## src/rtl/ictl_pkg.sv

```systemverilog
package ictl_pkg;

    localparam int unsigned EXC_SLOTS = 16;

    typedef enum logic [1:0] {
        ADDR_SEL  = 2'd0,
        ADDR_PRIO = 2'd1,
        ADDR_EN   = 2'd2,
        ADDR_CFG  = 2'd3
    } reg_addr_e;

    function automatic logic [31:0] build_cfg(
        input logic [7:0] ver,
        input logic [7:0] lines,
        input logic [7:0] ext_lines,
        input logic [3:0] lvl_m1,
        input logic       fast
    );
        return {3'b000, fast, lvl_m1, ext_lines, lines, ver};
    endfunction

endpackage

```

## src/rtl/ictl_regs.sv

```systemverilog
module ictl_regs
    import ictl_pkg::*;
#(
    parameter int unsigned NUM_LINES  = 16,
    parameter int unsigned NUM_LEVELS = 4,
    parameter int unsigned SEL_W      = 8,
    localparam int unsigned PRIO_W    = (NUM_LEVELS > 1) ? $clog2(NUM_LEVELS) : 1,
    localparam int unsigned IDX_W     = (NUM_LINES > 1) ? $clog2(NUM_LINES) : 1
) (
    input  logic                              clk,
    input  logic                              rst_n,
    input  logic                              we,
    input  logic [1:0]                        addr,
    input  logic [31:0]                       wdata,
    output logic [SEL_W-1:0]                  sel,
    output logic [NUM_LINES-1:0][PRIO_W-1:0]  prio,
    output logic [NUM_LINES-1:0]              en,
    output logic [31:0]                       rdata
);

    localparam logic [PRIO_W-1:0] PRIO_RST = PRIO_W'(NUM_LEVELS - 1);

    typedef struct packed {
        logic [SEL_W-1:0]                 sel;
        logic [NUM_LINES-1:0][PRIO_W-1:0] prio;
        logic [NUM_LINES-1:0]             en;
    } regs_t;

    regs_t            r_d, r_q;
    logic             in_range;
    logic [IDX_W-1:0] idx;

    always_comb begin
        in_range = (32'(r_q.sel) >= 32'(EXC_SLOTS)) &&
                   (32'(r_q.sel) < 32'(EXC_SLOTS + NUM_LINES));
        idx      = IDX_W'(r_q.sel - SEL_W'(EXC_SLOTS));

        r_d = r_q;
        if (we) begin
            case (addr)
                ADDR_SEL:  r_d.sel = wdata[SEL_W-1:0];
                ADDR_PRIO: if (in_range) r_d.prio[idx] = wdata[PRIO_W-1:0];
                ADDR_EN:   if (in_range) r_d.en[idx]   = wdata[0];
                default:   ;
            endcase
        end

        case (addr)
            ADDR_SEL:  rdata = 32'(r_q.sel);
            ADDR_PRIO: rdata = in_range ? 32'(r_q.prio[idx]) : 32'd0;
            ADDR_EN:   rdata = in_range ? 32'(r_q.en[idx])   : 32'd0;
            default:   rdata = 32'd0;
        endcase
    end

    always_ff @(posedge clk or negedge rst_n) begin
        if (!rst_n) begin
            r_q.sel  <= '0;
            r_q.prio <= {NUM_LINES{PRIO_RST}};
            r_q.en   <= '1;
        end else begin
            r_q <= r_d;
        end
    end

    assign sel  = r_q.sel;
    assign prio = r_q.prio;
    assign en   = r_q.en;

endmodule

```

## src/rtl/ictl_qual.sv

```systemverilog
module ictl_qual #(
    parameter int unsigned NUM_LINES = 16,
    parameter int unsigned PRIO_W    = 2
) (
    input  logic [NUM_LINES-1:0]             lines,
    input  logic [NUM_LINES-1:0]             en,
    input  logic [NUM_LINES-1:0][PRIO_W-1:0] prio,
    input  logic                             glob_en,
    input  logic [3:0]                       thresh,
    output logic [NUM_LINES-1:0]             qual
);

    for (genvar k = 0; k < NUM_LINES; k++) begin : g_line
        assign qual[k] = glob_en && lines[k] && en[k] &&
                         (32'(prio[k]) < 32'(thresh));
    end

endmodule

```

## src/rtl/ictl_arb.sv

```systemverilog
module ictl_arb #(
    parameter int unsigned NUM_LINES = 16,
    parameter int unsigned PRIO_W    = 2,
    localparam int unsigned IDX_W    = (NUM_LINES > 1) ? $clog2(NUM_LINES) : 1
) (
    input  logic [NUM_LINES-1:0]             qual,
    input  logic [NUM_LINES-1:0][PRIO_W-1:0] prio,
    output logic                             found,
    output logic [IDX_W-1:0]                 win_idx
);

    logic [PRIO_W-1:0] best_p;

    always_comb begin
        found   = 1'b0;
        win_idx = '0;
        best_p  = '1;
        for (int k = 0; k < NUM_LINES; k++) begin
            if (qual[k] && (!found || (prio[k] < best_p))) begin
                found   = 1'b1;
                win_idx = IDX_W'(k);
                best_p  = prio[k];
            end
        end
    end

endmodule

```

## src/rtl/intc_core.sv

```systemverilog
module intc_core
    import ictl_pkg::*;
#(
    parameter int unsigned NUM_LINES   = 16,
    parameter int unsigned NUM_LEVELS  = 4,
    parameter int unsigned NUM_PRIVATE = 8,
    parameter logic [7:0]  VERSION     = 8'h02,
    parameter logic        FAST_IRQ    = 1'b0
) (
    input  logic                 clk,
    input  logic                 rst_n,
    input  logic [NUM_LINES-1:0] irq_lines,
    input  logic [31:0]          status_word,
    input  logic                 reg_we,
    input  logic [1:0]           reg_addr,
    input  logic [31:0]          reg_wdata,
    output logic [31:0]          reg_rdata,
    output logic                 irq_req,
    output logic [7:0]           irq_num
);

    localparam int unsigned SEL_W  = 8;
    localparam int unsigned PRIO_W = (NUM_LEVELS > 1) ? $clog2(NUM_LEVELS) : 1;
    localparam int unsigned IDX_W  = (NUM_LINES > 1) ? $clog2(NUM_LINES) : 1;
    localparam int unsigned IE_BIT = 31;
    localparam int unsigned TH_LSB = 1;
    localparam logic [31:0] CFG_WORD = build_cfg(VERSION, 8'(NUM_LINES),
                                                 8'(NUM_LINES - NUM_PRIVATE),
                                                 4'(NUM_LEVELS - 1), FAST_IRQ);

    logic [SEL_W-1:0]                 sel_cur;
    logic [NUM_LINES-1:0][PRIO_W-1:0] prio;
    logic [NUM_LINES-1:0]             en;
    logic [NUM_LINES-1:0]             qual;
    logic [31:0]                      win_rdata;
    logic                             found;
    logic [IDX_W-1:0]                 win_idx;
    logic                             unused_bits;

    assign unused_bits = ^{reg_wdata[31:SEL_W], status_word[30:5], status_word[0]};

    ictl_regs #(
        .NUM_LINES (NUM_LINES),
        .NUM_LEVELS(NUM_LEVELS),
        .SEL_W     (SEL_W)
    ) u_regs (
        .clk  (clk),
        .rst_n(rst_n),
        .we   (reg_we),
        .addr (reg_addr),
        .wdata(reg_wdata),
        .sel  (sel_cur),
        .prio (prio),
        .en   (en),
        .rdata(win_rdata)
    );

    ictl_qual #(
        .NUM_LINES(NUM_LINES),
        .PRIO_W   (PRIO_W)
    ) u_qual (
        .lines  (irq_lines),
        .en     (en),
        .prio   (prio),
        .glob_en(status_word[IE_BIT]),
        .thresh (status_word[TH_LSB+3:TH_LSB]),
        .qual   (qual)
    );

    ictl_arb #(
        .NUM_LINES(NUM_LINES),
        .PRIO_W   (PRIO_W)
    ) u_arb (
        .qual   (qual),
        .prio   (prio),
        .found  (found),
        .win_idx(win_idx)
    );

    always_comb begin
        reg_rdata = (reg_addr == ADDR_CFG) ? CFG_WORD : win_rdata;
        irq_req   = found;
        irq_num   = found ? 8'(EXC_SLOTS + 32'(win_idx)) : 8'd0;
    end

endmodule

```

## config.mk

```make
export PLATFORM = sky130hd
export DESIGN_NAME = intc_core
export DESIGN_NICKNAME = d
export VERILOG_FILES = /design/src/rtl/ictl_pkg.sv /design/src/rtl/ictl_regs.sv /design/src/rtl/ictl_qual.sv /design/src/rtl/ictl_arb.sv /design/src/rtl/intc_core.sv
export SDC_FILE = /design/constraint.sdc
export NUM_CORES = 1
export LEC_CHECK = 0
export CORE_MARGIN = 8
export CORE_UTILIZATION = 25
export DETAILED_ROUTE_END_ITERATION = 8
export PLACE_DENSITY_LB_ADDON = 0.25
export SYNTH_ARGS = -nofsm -noshare
export SYNTH_HDL_FRONTEND = slang
export SYNTH_SLANG_ARGS = --single-unit
```

## constraint.sdc

```tcl
create_clock -name clk -period 24.7 [get_ports clk]
set_input_delay 6.175 -clock clk [delete_from_list [all_inputs] [get_ports clk]]
set_output_delay 6.175 -clock clk [all_outputs]
set_load 0.05 [all_outputs]
```

==> Yosys cells after proc, flatten, opt, wreduce, memory -nomap -nowiden <==
Index checks and enable logic that the tools add are counted.
{ "totals": {"regBits": 56, "out_inout_bits": 41, "elab_cells": 218, "input_bits": 85} }
{ "op_classes": {"reduce_logical": 99, "eq_ne": 3, "addsub": 2, "n_mux": 61, "magnitude_cmp": 35} }
{ "op_table": {"columns": ["cell", "n"], "rows": [
  ["$logic_and 1x1->1", 65],
  ["$lt 2x4->1", 16],
  ["$mux 2", 20],
  ["$bwmux 32", 1],
  ["$mux 32", 1],
  ["$mux 4", 8],
  ["$lt 2x2->1", 15],
  ["$pmux 8 s3", 1],
  ["$mux 1", 20],
  ["$bwmux 16", 1],
  ["$logic_not 1->1", 15],
  ["$logic_or 1x1->1", 15],
  ["$mux 3", 4],
  ["$bmux 2 s4", 1],
  ["$demux 2 s4", 1],
  ["$ge 8x5->1 const B", 1],
  ["$lt 8x6->1 const B", 1],
  ["$add 5x4->6 const A", 1],
  ["$mux 6", 1],
  ["$reduce_and 3->1", 2],
  ["$lt 4x5->1 const B", 1],
  ["$bmux 1 s4", 1],
  ["$demux 1 s4", 1],
  ["$eq 2x2->1 const B", 2],
  ["5 further kinds", 5]
]} }

==> Depth between registers and ports, before layout <==
Gate-level depths: netlist (run 1).
{ "logic_depth": {"depth_word": 66, "depth_mapped": 21, "mapped_depth_nobuf": 20} }

==> By module <==
A second synthesis (run 1) with hierarchy kept.
{ "unflattened": {"hier_cells": 624, "hier_area_um2": 5686.7} }
{ "modules_own_cells": {"columns": ["module", "seq_area_each_um2", "area_each_um2", "cells_per_inst", "instances"], "rows": [
  ["ictl_regs", 1461.4, 3124.2, 253, 1],
  ["ictl_arb", 0.0, 1611.5, 253, 1],
  ["ictl_qual", 0.0, 616.8, 71, 1],
  ["intc_core", 0.0, 334.1, 47, 1]
]} }

==> Worst setup path before layout (run 1) <==
OpenSTA, ideal clock, no wires.
{ "synth_path": {"kind": "input to output", "startpoint": "input status_word[2]", "endpoint": "output irq_num[1]", "path_slack_ns": 6.790, "t_arrival_ns": 11.735, "stages": 18, "cell_sequence": "inv_1 -> ha_1 -> nor2_1 -> o31ai_2 -> o22ai_2 -> or4_4 -> or4_4 -> o21bai_4 -> o21bai_1 -> ha_1 -> nor4_1 -> o31ai_4 -> nand2_1 -> mux2_4 -> ha_1 -> a2111oi_1 -> nor2_1 -> o221ai_1"} }
{ "synth_between": {"elab_chain_len": 65, "elab_cells_between_ends": 140, "classes_between": "add/sub: 1; order compare: 31; mux: 47; reduce/logical: 61"} }
{ "synth_rtl": {"columns": ["element", "line_no", "rtl"], "rows": [
  ["start, declared", "intc_core.sv:13", "input logic [31:0] status_word,"],
  ["$lt 2x4->1", "ictl_qual.sv:15", "(32'(prio[k]) < 32'(thresh));"],
  ["$logic_and 1x1->1", "ictl_qual.sv:14", "assign qual[k] = glob_en && lines[k] && en[k] &&"],
  ["$mux 2 / $mux 1 (equally long branches)", "ictl_arb.sv:19", "if (qual[k] && (!found || (prio[k] < best_p))) begin"],
  ["$lt 2x2->1 / $logic_not 1->1 (equally long branches)", "ictl_arb.sv:19", null],
  ["$logic_or 1x1->1", "ictl_arb.sv:19", null],
  ["$logic_and 1x1->1", "ictl_arb.sv:19", null],
  ["$mux 2 / $mux 1 (equally long branches)", "ictl_arb.sv:19", null],
  ["$lt 2x2->1 / $logic_not 1->1 (equally long branches)", "ictl_arb.sv:19", null],
  ["(+49 left out)", null, null],
  ["$logic_and 1x1->1", "ictl_arb.sv:19", null],
  ["$mux 2 / $mux 1 (equally long branches)", "ictl_arb.sv:19", null],
  ["$lt 2x2->1 / $logic_not 1->1 (equally long branches)", "ictl_arb.sv:19", null],
  ["$logic_or 1x1->1", "ictl_arb.sv:19", null],
  ["$logic_and 1x1->1", "ictl_arb.sv:19", null],
  ["$mux 4", "ictl_arb.sv:19", null],
  ["$add 5x4->6", "intc_core.sv:83", "irq_num = found ? 8'(EXC_SLOTS + 32'(win_idx)) : 8'd0;"],
  ["$mux 6 *", "intc_core.sv:83", null],
  ["end, declared", "intc_core.sv:19", "output logic [7:0] irq_num"]
]} }
Mark *: on every way between the ends. The rest lies on a longest branch, timed or not.

==> Worst setup path in the final report (run 1) <==
{ "layout_path": {"startpoint": "input status_word[2]", "endpoint": "output irq_num[0]"} }
The elaborated chain is that of the path after synthesis.

==> results of run 1 <==
==> stage by stage <==
| stage | power (mW) | instances | setup slack [ns] | hold slack, ns |
|---|---|---|---|---|
| 6_report | 0.281 | 864 | 5.00 | 0.535 |
| 5_1_grt | 0.296 | 864 | 4.47 | 0.569 |
| 4_1_cts | 0.284 | 864 | 5.00 | 0.543 |
| 3_5_place_dp | 0.207 | 856 | 5.05 | 0.524 |
| 3_3_place_gp | 0.205 | 856 | 5.12 | 0.514 |
| 2_1_floorplan | 0.181 | 583 | 6.79 | 0.487 |
==> Yosys cell counts (15+ instances only) <==
master    instances  share of area [%]
a21oi_1          25                2.4
buf_4            27                3.9
clkbuf_1         21                1.5
dfstp_2          48                 24
ha_1             18                4.4
inv_1            15                1.1
mux2_2           46                 10
mux4_2           15                6.6
nand2_1          42                3.1
nor2_1           70                5.1
o21ai_0          20                1.9
==> per-layer routing <==
metal	wire, um	up-vias	track usage [%]
li1	-	2140	-
met1	7500	2254	16.7
met3	826	13	2.47
met5	0	-	0
met2	7420	134	19.8
met4	238	0	3.09
==> cell families (layout without fill, tap and decap cells) <==
logic type,Yosys count,in the layout,share of synthesized area (%)
AND/OR/NAND/NOR,207,207,19.9
AO/OA/AOI/OAI,149,149,22.8
buffers and inverters,65,76,6.99
multiplexers,62,62,16.9
flip-flops,56,56,28.3
adder cells (fa/ha/maj),21,21,4.97
other,1,23,0.0727
==> layout make-up <==
type | instances | area, um2 | area share [%]
clock inverters | 3 | 22.5 | 0.379
flip-flops and latches | 56 | 1460 | 24.6
multi-input cells | 462 | 3420 | 57.5
clock buffers | 5 | 125 | 2.11
well taps | 270 | 338 | 5.69
inverters | 15 | 56.3 | 0.948
repair buffers | 53 | 520 | 8.76
==> power groups by stage <==
stage                     Sequential (mW)  Combinational (mW)  Clock, mW
after floorplan                     0.109              0.0725          0
after global placement              0.120              0.0859          0
after detailed placement            0.120              0.0873          0
after CTS                           0.118              0.0876     0.0784
after global routing                0.120              0.0945     0.0814
final                               0.119              0.0872     0.0756
==> registers in the layout, summed over array words and instances (netlist names) <==
signal and flops:
u_regs.en 16, u_regs.prio 32, u_regs.sel 8
==> worst reg2reg max path, stage by stage (launching register included) <==
cell	delay [ns]
dfrtp_1	0.39
nor4b_1	1.01
nand2_1	0.17
nor3b_1	0.48
nand2_1	0.26
nor2_1	0.37
mux2_2	0.38
==> how the worst max path moves through the flow <==
| stage | slack, ns | endpoint | cells after the start |
|---|---|---|---|
| global placement | 5.12 | irq_num[0] | 21 |
| CTS | 5.00 | irq_num[0] | 21 |
| global route | 4.47 | irq_num[3] | 21 |
| detailed placement | 5.05 | irq_num[0] | 21 |
| finish | 5.00 | irq_num[0] | 21 |
| floorplan | 6.79 | irq_num[1] | 18 |
==> impl_results.md, run 1 <==
- Clock power frac: 26.9%
- Delay of the slowest critical-path stage: 0.83 ns
- HP Start: u_regs.sel[4]
- GRT Total Usage: 12.4%
- F_max: 50.8 MHz
- I/O Pins: 126
- Clock Latency Late Sink: 0.31 ns
- DRT Pass-1 Iters: 5
- DRT Wirelength: 16000 um
- Post-synth EDFFs: 0
- Reg2reg path depth: 6
- Post-DP HPWL: 12400 um
- Final Wtd Congestion: 0.862
- CP Max Fanout: 16
- Post-synthesis cell count: 561
- Crit path DAT: 13.53 ns
- Maximum vdd drop: 0.0263 mV
- DP Area: 5790 um2
- CP Buf/Inv Count: 3
- Mean post-synth cell area: 9.19 um2
- Status: finished clean
- Number of buffers added for setup after CTS: 0
- Port bufs: 51
- Switching part of the total: 37.3%
- Vias after detailed routing: 4541
- Crit path from: status_word[2]
- DIE WIDTH: 160 um
- Total global routing overflow: 0
- Register share of total power: 42.2%
- Final core occ: 29.4%
- Most frequent cells in the layout: 70 x nor2_1, 50 x clkdlybuf4s50_1, 48 x dfstp_2
- Antenna cells: 0
- Via density: 5.26
- Worst hold stages: 1
- Clock Sinks: 56
- Initial antenna violation count: 0
- Static leakage: 2.37 nW
- Post-CTS Resized: 0
- Slew Limit Fails: 0
- Max-cap violations: 0
- Reg2reg end: u_regs.prio[21]
- Layout area overhead: 15.2%
- Post-route minimum period: 19.70 ns
- TritonCTS Buffers: 5
- Root buffer cell: clkbuf_16
- Most frequent CP cell: ha_1
- WP data required: 18.52 ns
- Distinct cells, synth: 75
- Initial DRC Count: 374
- FF-to-FF setup slack: 21.58 ns
- Hold buffer count at cts: 0
- Vias in the first global route: 4487
- First-pass GRT wire length: 25400 um
- H-tree depth: 2
- Final #Nets: 696
- Hold crit path type: reg2reg
- Least-Margin Pin Slew: 1.18 ns
- Final number of setup-violating endpoints: 0
- RSZ-0062 raised after global routing: false
- CP cell instances: clkdlybuf4s50_1 > inv_1 > ha_1 > nor2_1 > o31ai_2 > o22ai_2 > or4_4 > or4_4 > o21bai_4 > o21bai_1 > ha_1 > nor4_1 > o31ai_4 > nand2_1 > mux2_4 > ha_1 > a2111oi_1 > o31ai_1 > o21a_1 > o221ai_2 > clkdlybuf4s50_1
- Core area: 20200 um2
- Die area: 25500 um2
- YS warnings: 0
- Cell area after layout: 5940 um2
- Clock Tree Buf Depth: 2
- Crit. End Element: primary output
- CTS tree: built
- Layout cells sized above 1: 25.4%
- Sw Pwr: 0.105 mW
- Worst setup path class: in2out
- Startpoint types: primary input
- Routed Antenna Nets: 0
- Delay-heaviest family, CP: compound AO/OA/AOI/OAI gates
- Yosys reg bits: 56
- Pwr dens: 47.4 nW/um2
- Die height: 160 um
- Clk_skew: 0.00796 ns
- Routed WL per cell: 18.5 um
- FF-to-FF Start: u_regs.sel[6]
- Filler cells: 2099
- Ys flop type: dfstp_2
- Sum Neg Setup Slack: 0 ns
- Fin. Hold Viols: 0
- Cell Area, Synth: 5160 um2
- Largest net degree at the start of global routing: 57
- Internal power: 0.177 mW
- Hold endpoint: u_regs.sel[4]
- Drt drc: 0
- Slew headroom: 20.4%
- Register area share after synthesis: 28.3%
- Site Rows: 52
- Comb power frac: 31.0%
- Initial Util: 25.5%
- Clock-pin slew on the worst setup and hold paths: 0.08 ns
- Async S/R FF share, synth: 100%
- Slowest-stage cell, CP: clkdlybuf4s50_1
- Commonest non-fill, non-tap cell in the layout: nor2_1
- Part of the cycle the worst path needs: 79.8%
(Power assumes the default switching activity.)
==> run 2: changes to the inputs <==
==> constraint.sdc (replaced) <==
create_clock -name clk -period 18.9 [get_ports clk]
set_input_delay 4.725 -clock clk [delete_from_list [all_inputs] [get_ports clk]]
set_output_delay 4.725 -clock clk [all_outputs]
set_load 0.05 [all_outputs]
==> run 2 against run 1 <==
Net effect:
- clock-buffer cell count unchanged
- register-to-register slack got worse by 5.8 ns
- critical endpoint unchanged
- non-clock buffer count is the same
- routed wire length is essentially flat
- critical path type unchanged
- first-iteration DRC count fell by 22%
- sequential power rose by 30%
==> impl_results.md, run 2 (synthesis gave the netlist of run 1 again) <==
- F_max: 59.9 MHz
- Cell Count, Final, Fillers Out: 864 (unchanged)
- Hold buffer count at cts: 0 (unchanged)
- Startpoint types: primary input (unchanged)
- Site Rows: 52 (unchanged)
- Crit path DAT: 11.97 ns (was 13.53 ns)
- Max-cap violations: 0 (unchanged)
- FF-to-FF Start: u_regs.sel[6] (unchanged)
- DIE WIDTH: 160 um (unchanged)
- Clock Tree Buf Depth: 2 (unchanged)
- Initial DRC Count: 290 (was 374)
- Hold endpoint: u_regs.sel[4] (unchanged)
- Layout cells sized above 1: 25.4% (unchanged)
- Worst setup path class: in2out (unchanged)
- Slowest-stage cell, CP: clkdlybuf4s50_1 (unchanged)
- HP Start: u_regs.sel[4] (unchanged)
- Least-Margin Pin Slew: 1.21 ns (was 1.18 ns)
- Routed WL per cell: 18.5 um (about the same)
- Status: finished clean (unchanged)
- Clock Sinks: 56 (unchanged)
- Most frequent cells in the layout: 70 x nor2_1, 50 x clkdlybuf4s50_1, 48 x dfstp_2 (unchanged)
- Antenna cells: 0 (unchanged)
- Post-DP HPWL: 12400 um (about the same)
- Largest Register: u_regs.prio (unchanged)
- FF-to-FF setup slack: 15.73 ns (was 21.58 ns)
- Final Wtd Congestion: 0.862 (about the same)
- Die area: 25500 um2 (unchanged)
- Clock-pin slew on the worst setup and hold paths: 0.08 ns (about the same)
- Root buffer cell: clkbuf_16 (unchanged)
- I/O Pins: 126 (unchanged)
- Slew headroom: 18.5% (was 20.4%)
- Vias in the first global route: 4484 (was 4487)
- Routed Antenna Nets: 0 (unchanged)
- Pwr dens: 61.9 nW/um2 (was 47.4 nW/um2)
- Delay of the slowest critical-path stage: 0.83 ns (about the same)
- CP cell instances: clkdlybuf4s50_1 > inv_1 > ha_1 > nor2_1 > o31ai_2 > o22ai_2 > or4_4 > or4_4 > o21bai_4 > o21bai_1 > ha_1 > nor4_1 > o31ai_4 > nand2_1 > mux2_4 > ha_1 > a2111oi_1 > o31ai_1 > o21a_1 > o221ai_2 > clkdlybuf4s50_1 (unchanged)
- Layout area overhead: 15.2% (unchanged)
- Crit. End Element: primary output (unchanged)
- GRT Total Usage: 12.4% (about the same)
- H-tree depth: 2 (unchanged)
- Clock Latency Late Sink: 0.31 ns (about the same)
- Filler cells: 2116 (was 2099)
- Static leakage: 2.37 nW (unchanged)
- Clk_skew: 0.00398 ns (was 0.00796 ns)
- Most frequent CP cell: ha_1 (unchanged)
- Core area: 20200 um2 (unchanged)
- Part of the cycle the worst path needs: 88.3%
- Top flop regs: u_regs.prio: 32 flops, u_regs.en: 16 flops, u_regs.sel: 8 flops (unchanged)
- Drt drc: 0 (unchanged)
- Multi-input logic area: 3420 um2 (unchanged)
- Commonest non-fill, non-tap cell in the layout: nor2_1 (unchanged)
- DRT Wirelength: 16000 um (about the same)
- Reg2reg end: u_regs.prio[21] (unchanged)
- Dpl cells: 856 (unchanged)
- WP data required: 14.18 ns (was 18.52 ns)
- CTS tree: built (unchanged)
- Total global routing overflow: 0 (unchanged)
- CP Max Fanout: 16 (unchanged)
- Number of buffers added for setup after CTS: 0 (unchanged)
- RSZ-0062 raised after global routing: false (unchanged)
- Reg2reg path depth: 6 (unchanged)
- Maximum vdd drop: 0.0287 mV (was 0.0263 mV)
- Post-CTS Resized: 0 (unchanged)
- Vias after detailed routing: 4533 (was 4541)
- Slew Limit Fails: 0 (unchanged)
- Die height: 160 um (unchanged)
- Post-route minimum period: 16.70 ns
- First-pass GRT wire length: 25400 um (unchanged)
- Largest net degree at the start of global routing: 57 (unchanged)
- Max reg flops: 32 (unchanged)
- Fin. Hold Viols: 0 (unchanged)
- Initial Util: 25.5% (unchanged)
- FF/Latch Area: 1460 um2 (unchanged)
- DRT Pass-1 Iters: 5 (unchanged)
- Port bufs: 51 (unchanged)
- Final #Nets: 696 (unchanged)
- Sum Neg Setup Slack: 0 ns (unchanged)
- Via density: 5.25 (was 5.26)
- Hold crit path type: reg2reg (unchanged)
- TritonCTS Buffers: 5 (unchanged)
- Worst hold stages: 1 (unchanged)
- Final number of setup-violating endpoints: 0 (unchanged)
- Final Hold Slack: 0.533 ns (was 0.535 ns)
- Initial antenna violation count: 0 (unchanged)
[run 2: cell counts in the layout (fill, tap and decap cells not counted)]
No cell type changed its count.
[run 2: power by group]
group,switching (mW),leakage [nW],internal (mW)
Sequential,0.0211,0.592,0.134
Combinational,0.0670,1.71,0.0470
Clock,0.0486,0.0742,0.0498
Total,0.137,2.37,0.231
[run 2: layer usage]
metal  vias up  track usage (%)  share of wire [%]
li1       2133                -                  -
met2       158             20.1                 47
met4         0             3.52                1.8
met5         -                0                  0
met1      2225             16.2                 45
met3        17             2.65                6.0
[run 2: worst max path at each step]
stage / slack, ns / cells past startpoint / startpoint / to
after floorplan: 3.89 / 18 / status_word[2] / irq_num[1]
after global placement: 2.22 / 21 / status_word[2] / irq_num[0]
after detailed placement: 2.27 / 21 / status_word[2] / irq_num[0]
after CTS: 2.25 / 21 / status_word[2] / irq_num[0]
after global routing: 1.78 / 21 / status_word[2] / irq_num[0]
final: 2.20 / 21 / status_word[2] / irq_num[0]
[run 2: layout make-up]
type | instances | area share (%)
clock buffers | 5 | 2.11
well taps | 270 | 5.69
flip-flops and latches | 56 | 24.6
multi-input cells | 462 | 57.5
inverters | 15 | 0.948
clock inverters | 3 | 0.379
repair buffers | 53 | 8.76
[run 2: stage by stage]
step | util (%) | cell area, um2 | worst slack (ns) | power, mW
global placement | 28.6 | 5790 | 2.22 | 0.268
finish | 29.4 | 5940 | 2.20 | 0.367
global route | 29.4 | 5940 | 1.78 | 0.388
detailed placement | 28.6 | 5790 | 2.27 | 0.271
CTS | 29.4 | 5940 | 2.25 | 0.371
floorplan | - | 5240 | 3.89 | 0.237
[run 2: worst max-delay path: cells and delay by family]
kind	cells	cell delay [ns]
mux	1	0.31
buf+inv	3	1.72
compound gates	9	2.52
simple gates	5	1.99
fa+ha+maj	3	0.70
==> run 3: changes to the inputs <==
--- a/config.mk
+++ b/config.mk
@@ -8,7 +8,6 @@
 export CORE_MARGIN = 8
 export CORE_UTILIZATION = 25
 export DETAILED_ROUTE_END_ITERATION = 8
-export PLACE_DENSITY_LB_ADDON = 0.25
 export SYNTH_ARGS = -nofsm -noshare
 export SYNTH_HDL_FRONTEND = slang
 export SYNTH_SLANG_ARGS = --single-unit
==> run 3 against run 2 <==
Net effect:
- first-iteration DRC count rose by 84%
- core utilization about the same
- clock power barely moved
- die area did not move
- routed wire length decreased by 4.0%
==> impl_results.md, run 3 (synthesis gave the netlist of run 1 again) <==
- Delay of the slowest critical-path stage: 0.83 ns (about the same)
- Initial DRC Count: 534 (was 290)
- Layout cells sized above 1: 25.4% (about the same)
- Final number of setup-violating endpoints: 0 (unchanged)
- DRT Wirelength: 15400 um (was 16000 um)
- Initial Util: 25.5% (unchanged)
- TritonCTS Buffers: 5 (unchanged)
- Vias after detailed routing: 4451 (was 4533)
- Max reg flops: 32 (unchanged)
- Number of buffers added for setup after CTS: 0 (unchanged)
- Hold crit path type: reg2reg (unchanged)
- Commonest non-fill, non-tap cell in the layout: nor2_1 (unchanged)
- I/O Pins: 126 (unchanged)
- Dpl ws: 2.17 ns (was 2.27 ns)
- Largest Register: u_regs.prio (unchanged)
- Die area: 25500 um2 (unchanged)
- Clock Latency Late Sink: 0.31 ns (about the same)
- Routed Antenna Nets: 0 (unchanged)
- Part of the cycle the worst path needs: 88.7% (was 88.3%)
- Clock-pin slew on the worst setup and hold paths: 0.07 ns (was 0.08 ns)
- Static leakage: 2.37 nW (about the same)
- CP Max Fanout: 16 (unchanged)
- Clock Tree Buf Depth: 2 (unchanged)
- Final Wtd Congestion: 0.847 (was 0.862)
- Post-DP HPWL: 11800 um (was 12400 um)
- DRT Pass-1 Iters: 5 (unchanged)
- Slew headroom: 23.6% (was 18.5%)
- Worst setup path class: in2out (unchanged)
- Core area: 20200 um2 (unchanged)
- Port bufs: 51 (unchanged)
- Clock Sinks: 56 (unchanged)
- CTS tree: built (unchanged)
- Least-Margin Pin Slew: 1.14 ns (was 1.21 ns)
- Most frequent CP cell: ha_1 (unchanged)
- Initial antenna violation count: 0 (unchanged)
- DIE WIDTH: 160 um (unchanged)
- Vias in the first global route: 4410 (was 4484)
- Final WS setup: 2.14 ns (was 2.20 ns)
- GRT Total Usage: 12.0% (was 12.4%)
- Antenna cells: 0 (unchanged)
- Post-route minimum period: 16.76 ns (was 16.70 ns)
- Dpl cells: 857 (was 856)
- Power, Total: 0.369 mW (was 0.367 mW)
- Pwr dens: 62.0 nW/um2 (was 61.9 nW/um2)
- Sum Neg Setup Slack: 0 ns (unchanged)
- Site Rows: 52 (unchanged)
- Slew Limit Fails: 0 (unchanged)
- Post-CTS Resized: 0 (unchanged)
- Routed WL per cell: 17.8 um (was 18.5 um)
- Most frequent cells in the layout: 70 x nor2_1, 50 x clkdlybuf4s50_1, 48 x dfstp_2 (unchanged)
- Via density: 5.15 (was 5.25)
- Drt drc: 0 (unchanged)
- Top flop regs: u_regs.prio: 32 flops, u_regs.en: 16 flops, u_regs.sel: 8 flops (unchanged)
- Crit. End Element: primary output (unchanged)
- Total global routing overflow: 0 (unchanged)
- Max-cap violations: 0 (unchanged)
- Startpoint types: primary input (unchanged)
- Root buffer cell: clkbuf_16 (unchanged)
- RSZ-0062 raised after global routing: false (unchanged)
- Fin. Hold Viols: 0 (unchanged)
- Final Hold Slack: 0.535 ns (was 0.533 ns)
- Slowest-stage cell, CP: clkdlybuf4s50_1 (unchanged)
- Cell Count, Final, Fillers Out: 865 (was 864)
- Die height: 160 um (unchanged)
- Hold buffer count at cts: 0 (unchanged)
- Clk_skew: 0.0127 ns (was 0.00398 ns)
- H-tree depth: 2 (unchanged)
- Largest net degree at the start of global routing: 57 (unchanged)
- DP Area: 5800 um2 (was 5790 um2)
- Status: finished clean (unchanged)
- First-pass GRT wire length: 24800 um (was 25400 um)
- Maximum vdd drop: 0.0323 mV (was 0.0287 mV)
- Layout area overhead: 15.3% (was 15.2%)
- WP data required: 14.18 ns (about the same)
- F_max: 59.7 MHz (was 59.9 MHz)
- Cell area after layout: 5950 um2 (was 5940 um2)
- Final core occ: 29.4% (about the same)
- CP cell instances: clkdlybuf4s50_1 > inv_1 > ha_1 > nor2_1 > o31ai_2 > o22ai_2 > or4_4 > or4_4 > o21bai_4 > o21bai_1 > ha_1 > nor4_1 > o31ai_4 > nand2_1 > mux2_4 > ha_1 > a2111oi_1 > o31ai_1 > o21a_1 > o221ai_2 > clkdlybuf4s50_1 (unchanged)
- Final #Nets: 697 (was 696)
- Crit path DAT: 12.03 ns (was 11.97 ns)
==> run 3: changes by cell type in the layout (fill, tap and decap cells not counted), sizes merged <==
cell / before / now
clkbuf: 5 / 6
inv: 16 / 15
buf: 3 / 4
clkinv: 2 / 1
clkinvlp: 0 / 1
==> run 3: area by class of cell <==
cell class	count	area, um2
Fill cell	2118	14300
Multi-Input combinational cell	462	3420
Sequential cell	56	1460
Timing Repair Buffer	54	528
Tap cell	270	338
Clock buffer	6	129
Inverter	15	56.3
Clock inverter	2	16.3
==> run 3: path summary, 6_finish.rpt <==
check	from	endpoint	slack [ns]	cells past startpoint
worst max-delay path	status_word[2]	irq_num[0]	2.14	21
worst min-delay path	u_regs.sel[5]	u_regs.sel[5]	0.54	1
min in group asynchronous	rst_n	u_regs.sel[0]	4.56	2
worst min register to register	u_regs.sel[5]	u_regs.sel[5]	0.54	1
worst max register to register	u_regs.sel[6]	u_regs.prio[30]	16.34	7
max in group asynchronous	rst_n	u_regs.sel[6]	13.87	2
==> run 3: worst max-delay path, delay by kind of cell <==
family | cells | cell delay, ns
adders and majority gates | 3 | 0.71
muxes | 1 | 0.30
AOI/OAI and AO/OA | 9 | 2.54
and+or+nand+nor | 5 | 2.02
buffers and inverters | 3 | 1.73
==> run 3: where the power goes <==
part	internal [mW]	total (mW)	switching, mW
Combinational	0.0473	0.114	0.0670
Sequential	0.134	0.154	0.0203
Clock	0.0498	0.100	0.0503
==> run 3: metal layers <==
metal	up-vias	wire [um]	global-route usage, %
met1	2142	7200	16.0
met4	0	267	3.09
met3	17	1050	3.34
met2	152	6840	18.8
li1	2140	-	-
met5	-	0	0
